==> config.mk <==
export PLATFORM = sky130hd
export DESIGN_NAME = tmr_chan_ctl
export DESIGN_NICKNAME = d
export VERILOG_FILES = /design/src/rtl/tmr_chan_ctl.sv
export SDC_FILE = /design/constraint.sdc
export NUM_CORES = 1
export LEC_CHECK = 0
export CAP_MARGIN = 40
export CORE_AREA = 2 2 76 78
export DETAILED_ROUTE_END_ITERATION = 6
export DIE_AREA = 0 0 78 80
export PLACE_DENSITY = 0.7
export SYNTH_ARGS = -nofsm -noshare
export SYNTH_HDL_FRONTEND = slang
export SYNTH_SLANG_ARGS = --single-unit
export TNS_END_PERCENT = 1
==> constraint.sdc <==
create_clock -name clk -period 1.8 [get_ports clk]
set_input_delay 0.36 -clock clk [delete_from_list [all_inputs] [get_ports clk]]
set_output_delay 0.36 -clock clk [all_outputs]
set_load 0.02 [all_outputs]
==> src/rtl/tmr_chan_ctl.sv <==
module tmr_chan_ctl #(
  parameter int CNT_W       = 16,
  parameter int SYNC_STAGES = 2
) (
  input  logic             clk,
  input  logic             rst_n,
  input  logic             cnt_run,
  input  logic             buf_mode,
  input  logic             ctl_we,
  input  logic [3:0]       ctl_wdata,
  input  logic             gr_we,
  input  logic [CNT_W-1:0] gr_wdata,
  input  logic             cap_pin,
  input  logic             cnt_evt,
  output logic [7:0]       ctl_q,
  output logic [CNT_W-1:0] gr_q,
  output logic [CNT_W-1:0] cnt_q,
  output logic             pin_out,
  output logic             pin_oe
);

  logic [3:0]           code;
  logic [SYNC_STAGES:0] cap_sh;
  logic                 pin_lvl;

  wire is_out   = !buf_mode && !code[3] && (code[1:0] != 2'b00);
  wire is_cap   = !buf_mode && code[3];
  wire hit      = cnt_run && (cnt_q == gr_q);
  wire cap_now  = cap_sh[SYNC_STAGES-1];
  wire cap_old  = cap_sh[SYNC_STAGES];
  wire rise     = cap_now && !cap_old;
  wire fall     = !cap_now && cap_old;

  logic trig;
  always_comb begin
    unique casez (code[2:0])
      3'b1??:  trig = cnt_evt;
      3'b01?:  trig = rise || fall;
      3'b001:  trig = fall;
      default: trig = rise;
    endcase
  end

  wire cap_hit = is_cap && trig;

  always_ff @(posedge clk) begin
    if (!rst_n) cnt_q <= '0;
    else if (cnt_run) cnt_q <= cnt_q + 1'b1;
  end

  always_ff @(posedge clk) begin
    if (!rst_n) code <= 4'b0000;
    else if (ctl_we) code <= ctl_wdata;
  end

  always_ff @(posedge clk) begin
    if (!rst_n) cap_sh <= '0;
    else cap_sh <= {cap_sh[SYNC_STAGES-1:0], cap_pin};
  end

  always_ff @(posedge clk) begin
    if (!rst_n) gr_q <= '0;
    else if (cap_hit) gr_q <= cnt_q;
    else if (gr_we) gr_q <= gr_wdata;
  end

  always_ff @(posedge clk) begin
    if (!rst_n) pin_lvl <= 1'b0;
    else if (is_out) begin
      if (!cnt_run) pin_lvl <= code[2];
      else if (hit) begin
        unique case (code[1:0])
          2'b01:   pin_lvl <= 1'b0;
          2'b10:   pin_lvl <= 1'b1;
          default: pin_lvl <= !pin_lvl;
        endcase
      end
    end
  end

  assign ctl_q   = {4'b0000, code};
  assign pin_out = pin_lvl;
  assign pin_oe  = is_out;

endmodule


==> results of run 1 <==
worst max path at each step:
stage / endpoint / from / depth (start not counted)
after floorplan: gr_q[5] / code[1] / 8
after global placement: pin_oe / buf_mode / 3
after detailed placement: pin_oe / buf_mode / 3
after CTS: cnt_q[8] / cnt_q[8] / 1
after global routing: cnt_q[13] / cnt_q[13] / 1
final: cnt_q[1] / cnt_q[1] / 1
cells by family (layout without fill, tap and decap cells):
logic type               after synthesis  count (layout)  share of synthesized area (%)
AO/OA/AOI/OAI                         24              24                           10.1
XOR/XNOR                              30              30                           12.6
adder cells (fa/ha/maj)                6               6                           3.59
buffers and inverters                 23              90                           5.09
flip-flops                            40              40                           38.3
multiplexers                          22              22                           10.5
other                                  1               4                          0.180
AND/OR/NAND/NOR                       70              70                           19.6
cell type report:
cell class	count	share of cell area, %
clock buffer	6	2.75
inverter	6	0.751
sequential	40	26.7
timing repair buffer	76	25.3
clock inverter	2	1.29
tap	72	3.00
multi-input combinational	156	40.2
where the power goes:
part / total (mW) / internal (mW) / switching [mW]
logic: 0.378 / 0.211 / 0.167
registers: 0.961 / 0.923 / 0.0375
clock network: 0.776 / 0.453 / 0.322
total: 2.11 / 1.59 / 0.527
routing by layer:
metal  part of all wire [%]  global-route usage, %
met3                    4.7                   3.73
met4                    1.3                   4.74
met2                     48                   25.3
met5                      0                      0
met1                     46                   19.2
registers in the layout (all words and copies together), names as in the netlist:
register / flops
code: 4
cap_sh: 3
gr_q: 16
cnt_q: 16
pin_out: 1
per-stage QoR:
stage	power, mW	setup TNS, ns
floorplan	1.18	-0.0492
global placement	1.36	-0.209
detailed placement	1.36	-0.539
CTS	2.13	0
global route	2.20	0
finish	2.11	0
cell usage after synthesis, types with 6 or more instances:
master	n
inv_1	6
dfxtp_1	40
nand2_1	23
nor2b_1	8
o211a_1	16
ha_1	6
and2_1	17
xnor2_1	6
clkbuf_1	9
xor2_1	24
mux2i_1	22
what timing repair did:
item / 4_1_cts / 5_1_grt
setup endpoints to repair: 5 / 6
gates resized for setup: 9 / 6
hold buffers: 0 / 0
==> reports/qor.yml, run 1 <==
run_status:
  status: "complete, no violations"
layout:
  seqCellArea_sq_um: 801
  diodes: 0
  area_delta_synth_final_pct: 43.7
  mostFrequentLayoutCell: "clkdlybuf4s50_1"
  nets: 319
  finalInstanceArea_sq_um: 3000
  layout_common_cells: "clkdlybuf4s50_1 (56), dfxtp_1 (40), xor2_1 (24)"
  final_util_pct: 55.5
  drive_gt1_share_pct: 10.1
  multiInputGateArea_sq_um: 1210
  fillers: 495
  fin_cells: 358
yosys:
  async_flop_share_pct: 0
  synth_seq_area_share_pct: 38.3
  synth_flop_cell: "dfxtp_1"
  ys_ff_latch: 40
  yosys_warnings: 0
  ys_types: 31
  synth_top_area_cell: "dfxtp_1"
  synth_area_leaders: "dfxtp_1 (38%), mux2i_1 (11%), xor2_1 (10%)"
  synth_edf_count: 0
  syn_area_sq_um: 2090
  synth_cells: 216
  synth_top_area_share_pct: 38.3
  syn_area_per_cell_sq_um: 9.67
min_path:
  min_from: "cap_sh[0]"
  hp-class: "flip-flop to flip-flop"
  holdPathEnd: "cap_sh[1]"
  worstHoldPathCells: 1
global_routing:
  grt_max_degree: 37
  grt_pass1_wl_mm: 7.46
  grt_pass1_vias: 1556
  antenna_found_initial: 0
  gr-usage-all-layers_pct: 15.1
  globalRouteOverflowTotal: 0
place:
  place_hpwl_mm: 3.50
  portBuffers: 65
  place_ws_ns: -0.271
  placed_cell_area_sq_um: 2870
  gp_congestion: 0.729
  dp.cells: 350
drt:
  drtIter0Drc: 78
  routedWlPerCell_microns: 13.3
  remaining_drc_errors: 0
  vias_per_cell: 4.73
  drtPass1Iterations: 4
  num_vias: 1692
  wirelength_mm: 4.76
  ant_nets: 0
floorplanning:
  ios: 70
  start_util_pct: 38.6
  die-area_sq_um: 6240
  die_w_microns: 78
  rows: 27
  die-height_microns: 80
  core_area_sq_um: 5410
timing:
  maxSlewViolCount: 0
  hold_viol: 0
  grt_setup_unrepaired: "false"
  hold_ws_ns: 0.462
  clock.fmax_ghz: 0.572
  setup_slack_ns: 0.0518
  clock_skew_ns: 0.00700
  setup_viol: 0
  timing.final.crit_share_pct: 97.1
  fin_crit_ns: 1.75
clocking:
  h-tree-depth: 2
  clk_pin_slew_ns: 0.08
  clockBufferDepth: 2
  clock_latency_ns: 0.29
  root_buffer: "clkbuf_8"
  postCtsSetupBuffers: 0
  clock_sinks: 40
  cts_tree: "built"
  numCtsBuffers: 5
worst_setup_path:
  max_stage_delay_ns: 0.65
  crit_path_end_kind: "primary output"
  r2r.worst_path.cells: 8
  worst_setup_path_start_kind: "flip-flop"
  worst_ep_required_time_ns: 1.44
  arrival_ns: 1.39
  r2r_end: "gr_q[13]"
  cpLargestDelayFamily: "buffers and inverters"
  crit_buf_inv: 1
  rrSetupSlack_ns: 0.19
  worst-path-max-fanout: 6
  cp_slowest_cell: "clkdlybuf4s50_1"
  path_class: "flip-flop to primary output"
  timing.rr.start: "code[0]"
  path_cells: "clkdlybuf4s50_1"
run:
  drv_cap: 0
power:
  ir_worst_vdd_uv: 480
  p_leak_nw: 1.55
  powerDensity_nw_per_um2: 705
(Power assumes the default switching activity.)
==> run 2: changes to the inputs <==
--- a/config.mk
+++ b/config.mk
@@ -6,10 +6,10 @@
 export NUM_CORES = 1
 export LEC_CHECK = 0
 export CAP_MARGIN = 40
-export CORE_AREA = 2 2 76 78
+export CORE_AREA = 2 2 72 74
 export DETAILED_ROUTE_END_ITERATION = 6
-export DIE_AREA = 0 0 78 80
-export PLACE_DENSITY = 0.7
+export DIE_AREA = 0 0 74 76
+export PLACE_DENSITY = 0.76
 export SYNTH_ARGS = -nofsm -noshare
 export SYNTH_HDL_FRONTEND = slang
 export SYNTH_SLANG_ARGS = --single-unit
==> run 2 against run 1 <==
Compared with the run above: critical path depth did not move; die area fell by 9.9%; final area unchanged; highest routed layer unchanged.
==> reports/qor.yml, run 2 (synthesis gave the netlist of run 1 again) <==
run_status:
  status: "complete, no violations"  # unchanged
worst_setup_path:
  worst-path-max-fanout: 6  # unchanged
  path_class: "flip-flop to primary output"  # unchanged
  crit_buf_inv: 1  # unchanged
  arrival_ns: 1.39  # about the same
  cpLargestDelayFamily: "buffers and inverters"  # unchanged
  cp_slowest_cell: "clkdlybuf4s50_1"  # unchanged
  crit_path_end_kind: "primary output"  # unchanged
  worst_setup_path_start_kind: "flip-flop"  # unchanged
  worst_ep_required_time_ns: 1.44  # about the same
  path_cells: "clkdlybuf4s50_1"  # unchanged
  max_stage_delay_ns: 0.65  # about the same
clocking:
  clock_latency_ns: 0.29  # about the same
  postCtsSetupBuffers: 0  # unchanged
  clk_pin_slew_ns: 0.07  # was 0.08 ns
  h-tree-depth: 2  # unchanged
  clockBufferDepth: 2  # unchanged
  root_buffer: "clkbuf_8"  # unchanged
  clock_sinks: 40  # unchanged
  numCtsBuffers: 5  # unchanged
  cts_tree: "built"  # unchanged
layout:
  area_delta_synth_final_pct: 43.7  # unchanged
  drive_gt1_share_pct: 9.44  # was 10.1%
  diodes: 0  # unchanged
  layout_common_cells: "clkdlybuf4s50_1 (54), dfxtp_1 (40), xor2_1 (24)"  # was clkdlybuf4s50_1 (56), dfxtp_1 (40), xor2_1 (24)
  top_regs: "cnt_q x16, gr_q x16, code x4"  # unchanged
  nets: 319  # unchanged
  mostFrequentLayoutCell: "clkdlybuf4s50_1"  # unchanged
timing:
  clock.fmax_ghz: 0.570  # was 0.572 GHz
  grt_setup_unrepaired: "false"  # unchanged
  timing.final.crit_share_pct: 97.5  # was 97.1%
  maxSlewViolCount: 0  # unchanged
  setup_viol: 0  # unchanged
  fin_crit_ns: 1.75  # about the same
  hold_viol: 0  # unchanged
  clock_skew_ns: 0.00713  # was 0.00700 ns
  setup_slack_ns: 0.0450  # was 0.0518 ns
  finalSetupTns_ns: 0  # unchanged
  hold_ws_ns: 0.451  # was 0.462 ns
min_path:
  hp-class: "flip-flop to flip-flop"  # unchanged
power:
  p_leak_nw: 1.60  # was 1.55 nW
  p_sw_mw: 0.503  # was 0.527 mW
  powerDensity_nw_per_um2: 708  # was 705 nW/um^2
  intPower_mw: 1.62  # was 1.59 mW
  pwr-share-comb_pct: 17.7  # was 17.9%
  pwr-share-seq_pct: 45.3  # was 45.4%
  clockPowerShare_pct: 37.0  # was 36.7%
  p_total_mw: 2.12  # was 2.11 mW
  switching_share_pct: 23.7  # was 24.9%
  ir_worst_vdd_uv: 420  # was 480 uV
drt:
  wirelength_mm: 4.73  # was 4.76 mm
  num_vias: 1703  # was 1692
  ant_nets: 0  # unchanged
  drtIter0Drc: 64  # was 78
  remaining_drc_errors: 0  # unchanged
  drtPass1Iterations: 4  # unchanged
  vias_per_cell: 4.78  # was 4.73
  routedWlPerCell_microns: 13.3  # about the same
floorplanning:
  rows: 26  # was 27
  die-height_microns: 76  # was 80 microns
  core_area_sq_um: 4910  # was 5410 sq um
  ios: 70  # unchanged
  start_util_pct: 42.5  # was 38.6%
  die_w_microns: 74  # was 78 microns
  die-area_sq_um: 5620  # was 6240 sq um
place:
  gp_congestion: 0.783  # was 0.729
  portBuffers: 65  # unchanged
  place_ws_ns: -0.243  # was -0.271 ns
  place_hpwl_mm: 3.49  # was 3.50 mm
global_routing:
  grt_max_degree: 33  # was 37
  gr-usage-all-layers_pct: 17.4  # was 15.1%
  antenna_found_initial: 0  # unchanged
  globalRouteOverflowTotal: 0  # unchanged
  grt_pass1_wl_mm: 7.73  # was 7.46 mm
  grt_pass1_vias: 1602  # was 1556
run:
  drv_cap: 0  # unchanged
[run 2: repair_timing]
action | in CTS | in global routing
hold buffers | 0 | 0
setup endpoints to repair | 4 | 8
gates resized for setup | 4 | 10
cloned | 0 | 0
[run 2: metal layers]
layer	vias to the layer above	wire length (microns)	GRT usage (%)
met5	-	0	0
met4	0	36	4.00
met3	4	221	4.63
met2	46	2250	27.2
met1	791	2220	23.9
li1	862	-	-
[run 2: through the flow]
stage | utilization [%] | std cells | cell area [sq um]
6_report | 61.1 | 356 | 3000
5_1_grt | 61.1 | 356 | 3000
4_1_cts | 60.8 | 356 | 2990
3_5_place_dp | 58.3 | 348 | 2870
3_3_place_gp | 58.3 | 348 | 2870
2_1_floorplan | - | 219 | 2100
[run 2: final cells by class]
class / instances / area [sq um]
clock buffer: 7 / 96.3
sequential: 40 / 801
fill: 435 / 1910
tap: 70 / 87.6
timing repair buffer: 76 / 767
inverter: 6 / 22.5
multi-input combinational: 156 / 1200
clock inverter: 1 / 30.0
[run 2: power groups by stage]
stage	sequential, mW	clock (mW)	combinational [mW]
2_1_floorplan	1.02	0	0.161
3_3_place_gp	0.981	0	0.374
3_5_place_dp	0.983	0	0.380
4_1_cts	0.962	0.807	0.381
5_1_grt	0.968	0.841	0.408
6_report	0.962	0.787	0.375
[run 2: path summary, 6_finish.rpt]
path / from / end / slack, ns / depth (start not counted)
setup / recovery: cnt_q[1] / cnt_q[1] / 0.05 / 1
setup reg to reg: cnt_q[1] / pin_out / 0.22 / 5
hold / removal: cap_sh[0] / cap_sh[1] / 0.45 / 1
hold reg to reg: cap_sh[0] / cap_sh[1] / 0.45 / 1
==> run 3: changes to the inputs <==
--- a/config.mk
+++ b/config.mk
@@ -9,7 +9,7 @@
 export CORE_AREA = 2 2 72 74
 export DETAILED_ROUTE_END_ITERATION = 6
 export DIE_AREA = 0 0 74 76
-export PLACE_DENSITY = 0.76
+export PLACE_DENSITY_LB_ADDON = 0.12
 export SYNTH_ARGS = -nofsm -noshare
 export SYNTH_HDL_FRONTEND = slang
 export SYNTH_SLANG_ARGS = --single-unit
==> run 3 against run 2 <==
Compared with the run above: die area is the same; register-to-register slack worse by 0.02 ns; clock skew fell by 0.0026 ns; fmax increased by 0.29%; count of clock-buffer cells in the layout rose by 1; critical endpoint is now cnt_q[4]; largest cell class unchanged.
==> reports/qor.yml, run 3 (synthesis gave the netlist of run 1 again) <==
run_status:
  status: "complete, no violations"  # unchanged
global_routing:
  grt_max_degree: 42  # was 33
  grt_pass1_wl_mm: 7.87  # was 7.73 mm
  globalRouteOverflowTotal: 0  # unchanged
  gr-usage-all-layers_pct: 17.8  # was 17.4%
  grt_pass1_vias: 1634  # was 1602
  antenna_found_initial: 0  # unchanged
place:
  place_hpwl_mm: 3.31  # was 3.49 mm
  portBuffers: 65  # unchanged
  placed_cell_area_sq_um: 2870  # about the same
  gp_congestion: 0.758  # was 0.783
power:
  pwr-share-comb_pct: 19.5  # was 17.7%
  ir_worst_vdd_uv: 502  # was 420 uV
  switching_share_pct: 25.2  # was 23.7%
  intPower_mw: 1.45  # was 1.62 mW
  p_leak_nw: 1.52  # was 1.60 nW
  powerDensity_nw_per_um2: 652  # was 708 nW/um^2
  p_sw_mw: 0.488  # was 0.503 mW
  pwr-share-seq_pct: 49.7  # was 45.3%
  clockPowerShare_pct: 30.8  # was 37.0%
worst_setup_path:
  worst_ep_required_time_ns: 1.44  # about the same
  crit_path_end_kind: "primary output"  # unchanged
  cpLargestDelayFamily: "buffers and inverters"  # unchanged
  timing.rr.start: "cnt_q[8]"  # was cnt_q[1]
  rrSetupSlack_ns: 0.20  # was 0.22 ns
  cp_slowest_cell: "clkdlybuf4s50_1"  # unchanged
  arrival_ns: 1.39  # about the same
  worst-path-max-fanout: 6  # unchanged
  path_class: "flip-flop to primary output"  # unchanged
  path_cells: "clkdlybuf4s50_1"  # unchanged
  max_stage_delay_ns: 0.65  # about the same
  crit_buf_inv: 1  # unchanged
  worst_setup_path_start_kind: "flip-flop"  # unchanged
  r2r.worst_path.cells: 5  # unchanged
  r2r_end: "pin_out"  # unchanged
layout:
  diodes: 0  # unchanged
  mostFrequentLayoutCell: "clkdlybuf4s50_1"  # unchanged
  top_regs: "cnt_q x16, gr_q x16, code x4"  # unchanged
  drive_gt1_share_pct: 10.1  # was 9.44%
  finalInstanceArea_sq_um: 2970  # was 3000 sq um
  area_delta_synth_final_pct: 42.2  # was 43.7%
  fillers: 439  # was 435
  nets: 320  # was 319
  layout_common_cells: "clkdlybuf4s50_1 (57), dfxtp_1 (38), xor2_1 (24)"  # was clkdlybuf4s50_1 (54), dfxtp_1 (40), xor2_1 (24)
run:
  drv_cap: 0  # unchanged
clocking:
  post_cts_resized: 7  # was 4
  cts_hold_buffers: 0  # unchanged
  clock_sinks: 40  # unchanged
  h-tree-depth: 2  # unchanged
  cts_tree: "built"  # unchanged
  numCtsBuffers: 5  # unchanged
  clock_latency_ns: 0.29  # about the same
  clockBufferDepth: 2  # unchanged
  postCtsSetupBuffers: 0  # unchanged
  clk_pin_slew_ns: 0.07  # about the same
  root_buffer: "clkbuf_8"  # unchanged
timing:
  timing.final.crit_share_pct: 97.2  # was 97.5%
  clock_skew_ns: 0.00454  # was 0.00713 ns
  setup_viol: 0  # unchanged
  hold_ws_ns: 0.450  # was 0.451 ns
  fin_crit_ns: 1.75  # about the same
  clock.fmax_ghz: 0.571  # was 0.570 GHz
  maxSlewViolCount: 0  # unchanged
  hold_viol: 0  # unchanged
  grt_setup_unrepaired: "false"  # unchanged
drt:
  wirelength_mm: 4.55  # was 4.73 mm
  vias_per_cell: 4.71  # was 4.78
  ant_nets: 0  # unchanged
  num_vias: 1683  # was 1703
  drtIter0Drc: 54  # was 64
  drtPass1Iterations: 4  # unchanged
  remaining_drc_errors: 0  # unchanged
  routedWlPerCell_microns: 12.8  # was 13.3 microns
floorplanning:
  die-height_microns: 76  # unchanged
  rows: 26  # unchanged
  die_w_microns: 74  # unchanged
  core_area_sq_um: 4910  # unchanged
  start_util_pct: 42.5  # unchanged
  ios: 70  # unchanged
  die-area_sq_um: 5620  # unchanged
min_path:
  holdPathEnd: "cap_sh[1]"  # unchanged
  worstHoldPathCells: 1  # unchanged
  min_from: "cap_sh[0]"  # unchanged
  hp-class: "flip-flop to flip-flop"  # unchanged
-- run 3: stage by stage --
step	instances	setup slack (ns)	util, %	TNS (ns)	total power [mW]
3_3_place_gp	349	-0.206	58.5	-0.206	1.36
6_report	357	0.0501	60.4	0	1.94
2_1_floorplan	219	-0.00494	-	-0.0492	1.18
5_1_grt	357	0.00512	60.4	0	2.04
4_1_cts	357	0.00521	60.2	0	1.96
3_5_place_dp	349	-0.241	58.5	-0.256	1.36
-- run 3: layout make-up --
type,count,area (sq um),share of cell area [%]
multi-input combinational,156,1200,40.5
inverter,6,22.5,0.759
timing repair buffer,77,763,25.7
tap,70,87.6,2.95
clock buffer,8,90.1,3.03
sequential,40,803,27.1
-- run 3: worst max-delay path by stage --
stage              from        to  slack (ns)  cells after the start
2_1_floorplan   code[1]   gr_q[5]      -0.005                      8
5_1_grt        cnt_q[9]  cnt_q[9]       0.005                      1
3_3_place_gp   buf_mode    pin_oe       -0.21                      3
3_5_place_dp   buf_mode    pin_oe       -0.24                      3
6_report       cnt_q[4]  cnt_q[4]        0.05                      1
4_1_cts         code[0]    pin_oe       0.005                      4
-- run 3: power groups by stage --
stage	combinational (mW)	sequential, mW	clock (mW)
after floorplan	0.161	1.02	0
after global placement	0.377	0.982	0
after detailed placement	0.380	0.981	0
after CTS	0.381	0.962	0.617
after global routing	0.414	0.969	0.654
final	0.378	0.961	0.596
-- run 3: metal layers --
layer | global-route usage, % | up-vias | routed length [microns]
li1 | - | 866 | -
met1 | 24.6 | 774 | 2140
met2 | 26.9 | 39 | 2110
met3 | 4.23 | 4 | 236
met4 | 6.00 | 0 | 57
met5 | 0 | - | 0
